### config.mk
export PLATFORM = sky130hd
export DESIGN_NAME = dualBaudGen
export DESIGN_NICKNAME = d
export VERILOG_FILES = /design/src/rtl/dualBaudPkg.sv /design/src/rtl/dualBaudCtrl.sv /design/src/rtl/dualBaudDatapath.sv /design/src/rtl/dualBaudGen.sv
export SDC_FILE = /design/constraint.sdc
export NUM_CORES = 1
export LEC_CHECK = 0
export ABC_CLOCK_PERIOD_IN_PS = 4500
export BUFFER_PORTS_ARGS = -buffer_cell sky130_fd_sc_hd__buf_2
export CAP_MARGIN = 10
export CORE_AREA = 2 2 78 80
export CTS_BUF_LIST = sky130_fd_sc_hd__clkbuf_4
export CTS_CLUSTER_DIAMETER = 30
export DETAILED_ROUTE_END_ITERATION = 10
export DIE_AREA = 0 0 80 82
export GPL_ROUTABILITY_DRIVEN = 0
export PLACE_DENSITY = 0.85
export SYNTH_ARGS = -nofsm -noshare
export SYNTH_HDL_FRONTEND = slang
export SYNTH_HIERARCHICAL = 1
export SYNTH_SLANG_ARGS = --single-unit
### constraint.sdc
create_clock -name clk -period 4.5 [get_ports clk]
set_input_delay 0.45 -clock clk [delete_from_list [all_inputs] [get_ports clk]]
set_output_delay 0.45 -clock clk [all_outputs]
set_load 0.03 [all_outputs]
### src/rtl/dualBaudPkg.sv
package dualBaudPkg;

  // Per-cycle strobes from control to datapath
  typedef struct packed {
    logic clear;    // zero counter, accumulator, bit divider; latch divisor
    logic intStep;  // advance the integer period counter
    logic accStep;  // advance the phase accumulator
  } genStrobe_t;

endpackage

### src/rtl/dualBaudCtrl.sv
module dualBaudCtrl
  import dualBaudPkg::*;
(
  input  logic       clk,
  input  logic       rstN,
  input  logic       runEn,
  input  logic       accMode,
  output genStrobe_t strobe
);

  logic modePrev;
  logic modeFlip;

  // Remember the mode seen on the last edge so a switch can be detected
  always_ff @(posedge clk) begin
    if (!rstN) modePrev <= 1'b0;
    else       modePrev <= accMode;
  end

  assign modeFlip = runEn && (accMode != modePrev);

  always_comb begin
    strobe.clear   = !runEn || modeFlip;
    strobe.intStep = runEn && !modeFlip && !accMode;
    strobe.accStep = runEn && !modeFlip &&  accMode;
  end

endmodule

### src/rtl/dualBaudDatapath.sv
module dualBaudDatapath
  import dualBaudPkg::*;
#(
  parameter int REG_W = 16,
  parameter int OVS   = 16
) (
  input  logic             clk,
  input  logic             rstN,
  input  genStrobe_t       strobe,
  input  logic [REG_W-1:0] reloadVal,
  output logic             ovsTick,
  output logic             bitTick
);

  localparam int BCW = (OVS > 1) ? $clog2(OVS) : 1;
  localparam logic [BCW-1:0] BIT_LAST = BCW'(OVS - 1);

  // Integer divider state
  logic [REG_W-1:0] cnt;
  logic [REG_W-1:0] periodQ;
  logic [REG_W:0]   cntNext;
  logic             intHit;

  // Phase accumulator state
  logic [REG_W-1:0] acc;
  logic [REG_W:0]   accSum;

  // Bit-period divider state
  logic [BCW-1:0]   bitCnt;
  logic             ovsQ;
  logic             bitQ;

  assign cntNext = {1'b0, cnt} + {{REG_W{1'b0}}, 1'b1};
  assign intHit  = cntNext >= {1'b0, periodQ};
  assign accSum  = {1'b0, acc} + {1'b0, reloadVal};

  // Integer divider: counts up to the divisor latched at the last wrap
  always_ff @(posedge clk) begin
    if (!rstN) begin
      cnt     <= '0;
      periodQ <= '0;
    end else if (strobe.clear) begin
      cnt     <= '0;
      periodQ <= reloadVal;
    end else if (strobe.intStep) begin
      if (intHit) begin
        cnt     <= '0;
        periodQ <= reloadVal;
      end else begin
        cnt     <= cntNext[REG_W-1:0];
      end
    end
  end

  // Phase accumulator: increment taken straight from the port
  always_ff @(posedge clk) begin
    if (!rstN)              acc <= '0;
    else if (strobe.clear)  acc <= '0;
    else if (strobe.accStep) acc <= accSum[REG_W-1:0];
  end

  // Oversampling strobe register
  always_ff @(posedge clk) begin
    if (!rstN)               ovsQ <= 1'b0;
    else if (strobe.clear)   ovsQ <= 1'b0;
    else if (strobe.intStep) ovsQ <= intHit;
    else if (strobe.accStep) ovsQ <= accSum[REG_W];
    else                     ovsQ <= 1'b0;
  end

  // Bit-period divider driven by the registered oversampling strobe
  always_ff @(posedge clk) begin
    if (!rstN) begin
      bitCnt <= '0;
      bitQ   <= 1'b0;
    end else if (strobe.clear) begin
      bitCnt <= '0;
      bitQ   <= 1'b0;
    end else if (ovsQ) begin
      if (bitCnt == BIT_LAST) begin
        bitCnt <= '0;
        bitQ   <= 1'b1;
      end else begin
        bitCnt <= bitCnt + 1'b1;
        bitQ   <= 1'b0;
      end
    end else begin
      bitQ <= 1'b0;
    end
  end

  assign ovsTick = ovsQ;
  assign bitTick = bitQ;

endmodule

### src/rtl/dualBaudGen.sv
module dualBaudGen #(
  parameter int REG_W = 16,
  parameter int OVS   = 16
) (
  input  logic             clk,
  input  logic             rstN,
  input  logic             runEn,
  input  logic             accMode,
  input  logic [REG_W-1:0] reloadVal,
  output logic             ovsTick,
  output logic             bitTick
);

  dualBaudPkg::genStrobe_t strobe;

  dualBaudCtrl uCtrl (
    .clk     (clk),
    .rstN    (rstN),
    .runEn   (runEn),
    .accMode (accMode),
    .strobe  (strobe)
  );

  dualBaudDatapath #(
    .REG_W (REG_W),
    .OVS   (OVS)
  ) uPath (
    .clk       (clk),
    .rstN      (rstN),
    .strobe    (strobe),
    .reloadVal (reloadVal),
    .ovsTick   (ovsTick),
    .bitTick   (bitTick)
  );

endmodule

==> summary.txt <==
GRT
  • Number of global-route vias before repair: 2945
  • First-pass GRT wire length: 13190 um
  • Largest net degree at the start of global routing: 36
  • Grt ovf: 0
  • Antenna violations before repair: 0
  • Total Routing Usage GR: 25.27%

Finish
  • N_diodes: 0
  • Layout cells sized above 1: 9.756%
  • P&R area growth vs syn: 5.454%
  • Final Core Density: 66.53%
  • Final #Nets: 505

Routing
  • DRT Wirelength: 7719 um
  • Residual DRC: 0
  • Routed vias/inst: 5.939
  • Vias after detailed routing: 3124
  • DR iter-0 viols: 183
  • DR pass1 iterations: 4
  • Final antenna-violating net count: 0
  • DR WL/cell: 14.67 um

Die
  • Die H: 82 um
  • Die Area: 0.006560 mm2
  • Initial Utilization: 63.09%
  • Area of the core: 0.005746 mm2
  • Row count: 28
  • # IOs: 22
  • Die width: 80 um

Power and ir drop
  • Combinational Power Share: 14.3%
  • Flop pwr share: 59.5%
  • Pwr dens: 222.8 mW/mm2
  • Internal power: 0.0006081 W
  • Net Switching: 0.0002435 W
  • Leakage: 1.610 nW
  • Max VDD drop: 0.1489 mV
  • Clock power share: 26.3%
  • Sw frac: 28.59%

Job
  • Total of max-cap violations: 0

Yosys
  • Top-count cell post-synth: nand2_1
  • Synth cell count leaders: nand2_1 (64), dfxtp_1 (55), ha_1 (34)
  • Synth area leader: dfxtp_1
  • Seq/Total Area, Yosys: 30.38%
  • Avg Cell Area, Syn: 8.314 um2
  • Post-synth top area share: 30.38%
  • Cell Area, Synth: 0.003625 mm2
  • FF+latch count, synth: 55
  • Synth area leaders: dfxtp_1 (30%), ha_1 (12%), mux2i_1 (6.6%)
  • Distinct cells, synth: 58
  • Async S/R FF share, synth: 0%
  • Post-synth EDFFs: 0
  • Synthesized net count: 491
  • Post-Syn Instances: 436
  • Ys flop type: dfxtp_1
  • Synthesis Warnings: 6

CTS
  • Clock-pin slew on the worst setup and hold paths: 170 ps
  • CTS sink cnt: 55
  • PostCTS Resize Cnt: 0
  • Hold_buf cts: 0
  • CTS tree: yes
  • Clk_lat worst skew: 390 ps
  • CTS root buf: clkbuf_4
  • Htree depth: 2
  • CTS buffer count: 5
  • Post-CTS setup buffer count: 0
  • Deepest clock path buffer count: 2

Status
  • Status: complete, no violations

Worst setup path
  • Startpoint Class: register
  • Critical Path Fanout Max: 20
  • Critical path data required time: 4840 ps
  • Worst path arrival time: 3950 ps
  • Crit path cell chain: ha_1 -> and3_1 -> nand3_1 -> nor2_1 -> xor2_1 -> ha_1 -> a211o_1 -> a21oi_1 -> o221ai_2 -> a221oi_2 -> buf_4 -> and3_1 -> a22o_1
  • Crit-path max cell delay: 490 ps
  • Worst setup EP type: register
  • Slowest CP cell: dfxtp_1
  • Critical path type: register to register

STA
  • Period utilization: 80.15%
  • Slew @ Worst Pin: 942.9 ps
  • Final setup TNS: 0 ps
  • Fin. Hold Viols: 0
  • Max-slew violation count: 0
  • Relative slew slack: 37.01%
  • Tmin final: 3607 ps
  • RSZ-0062 raised after global routing: no
  • Final Setup Violations: 0
  • Max Fclk: 0.2773 GHz
  • Layout Skew: 15.17 ps

Placement
  • Final HPWL DP: 5762 um
  • Port Buf Inserts: 21

Min path
  • Tightest Hold Check Type: input port to register
-- worst paths after layout --
path                            slack [ps]                              to                            from  cells after the start
worst max register to register         890      uPath/cnt[11]$_SDFFE_PP0P_       uPath/cnt[0]$_SDFFE_PP0P_                     13
worst min register to register         470  uPath/periodQ[11]$_SDFFE_PN0P_  uPath/periodQ[11]$_SDFFE_PN0P_                      2
worst max-delay path                   890      uPath/cnt[11]$_SDFFE_PP0P_       uPath/cnt[0]$_SDFFE_PP0P_                     13
worst min-delay path                   300   uPath/periodQ[1]$_SDFFE_PN0P_                    reloadVal[1]                      3
-- area by class of cell --
| type | count | area, um2 |
|---|---|---|
| Tap cell | 75 | 93.84 |
| Sequential cell | 55 | 1101 |
| Fill cell | 491 | 1923 |
| Clock inverter | 3 | 20.02 |
| Timing Repair Buffer | 26 | 142.6 |
| Multi-Input combinational cell | 336 | 2330 |
| Clock buffer | 5 | 37.54 |
| Inverter | 26 | 97.59 |
-- per-layer routing --
layer,global-route usage (%),part of all wire [%],vias up
met3,3.956,3.5,5
met5,0,0,-
met4,7.627,0.76,0
li1,-,-,1586
met1,32.38,46,1478
met2,43.92,49,55
-- cell families after synthesis --
logic type | synth area share [%]
DFF | 30.38
muxes | 7.249
xor gates and xnor gates | 5.316
buffers and inverters | 5.350
and+or+nand+nor | 21.26
adders and majority gates | 12.29
AOI/OAI and AO/OA | 18.16
-- placed cells by master (no fill, tap or decap), drive strengths merged, types with 3 or more instances in the layout --
cell    count
o21ai       8
nand2      64
clkbuf      5
nor3        4
a22o        5
o211ai      7
inv        26
nand4       8
or3         6
and2        4
a211o       5
a21o       10
nor2       23
nand2b      3
and3       10
xor2        8
mux2i      24
nor2b       3
buf        26
a31oi       7
dfxtp      55
ha         34
nand3      23
xnor2      14
and4        3
a31o        5
a21oi      30
-- power groups by stage --
stage | Clock, W | Sequential [W] | Combinational, W
after global placement | 0 | 0.000517 | 0.000116
after CTS | 0.000232 | 0.000507 | 0.000120
after global routing | 0.000248 | 0.000508 | 0.000136
final | 0.000224 | 0.000507 | 0.000121
after detailed placement | 0 | 0.000517 | 0.000120
after floorplan | 0 | 0.000515 | 0.0000895
-- through the flow --
stage | cell area (um2) | instances | hold WS (ps) | power (W) | worst slack, ps
after global placement | 3765 | 518 | 446.8 | 0.0006322 | 1200
after floorplan | 3625 | 436 | 432.6 | 0.0006047 | 1459
after CTS | 3822 | 526 | 287.6 | 0.0008587 | 924.6
final | 3822 | 526 | 298.4 | 0.0008516 | 893.4
after global routing | 3822 | 526 | 292.6 | 0.0008919 | 672.5
after detailed placement | 3765 | 518 | 451.7 | 0.0006371 | 971.1
-- flip-flops by register name, summed over array words and instances, names as in the netlist --
name and count:
uPath/ovsTick 1, uPath/acc 16, uPath/cnt 16, uPath/periodQ 16
uPath/bitTick 1, uPath/bitCnt 4, uCtrl/modePrev 1
-- critical path: cells and delay by family, from the launching register on --
family | cells | cell delay [ps]
simple gates | 4 | 970
compound gates | 5 | 950
fa+ha+maj | 2 | 610
flops | 1 | 490
buf+inv | 1 | 290
xor+xnor | 1 | 250
No activity file was read; power rests on OpenSTA's default activity.
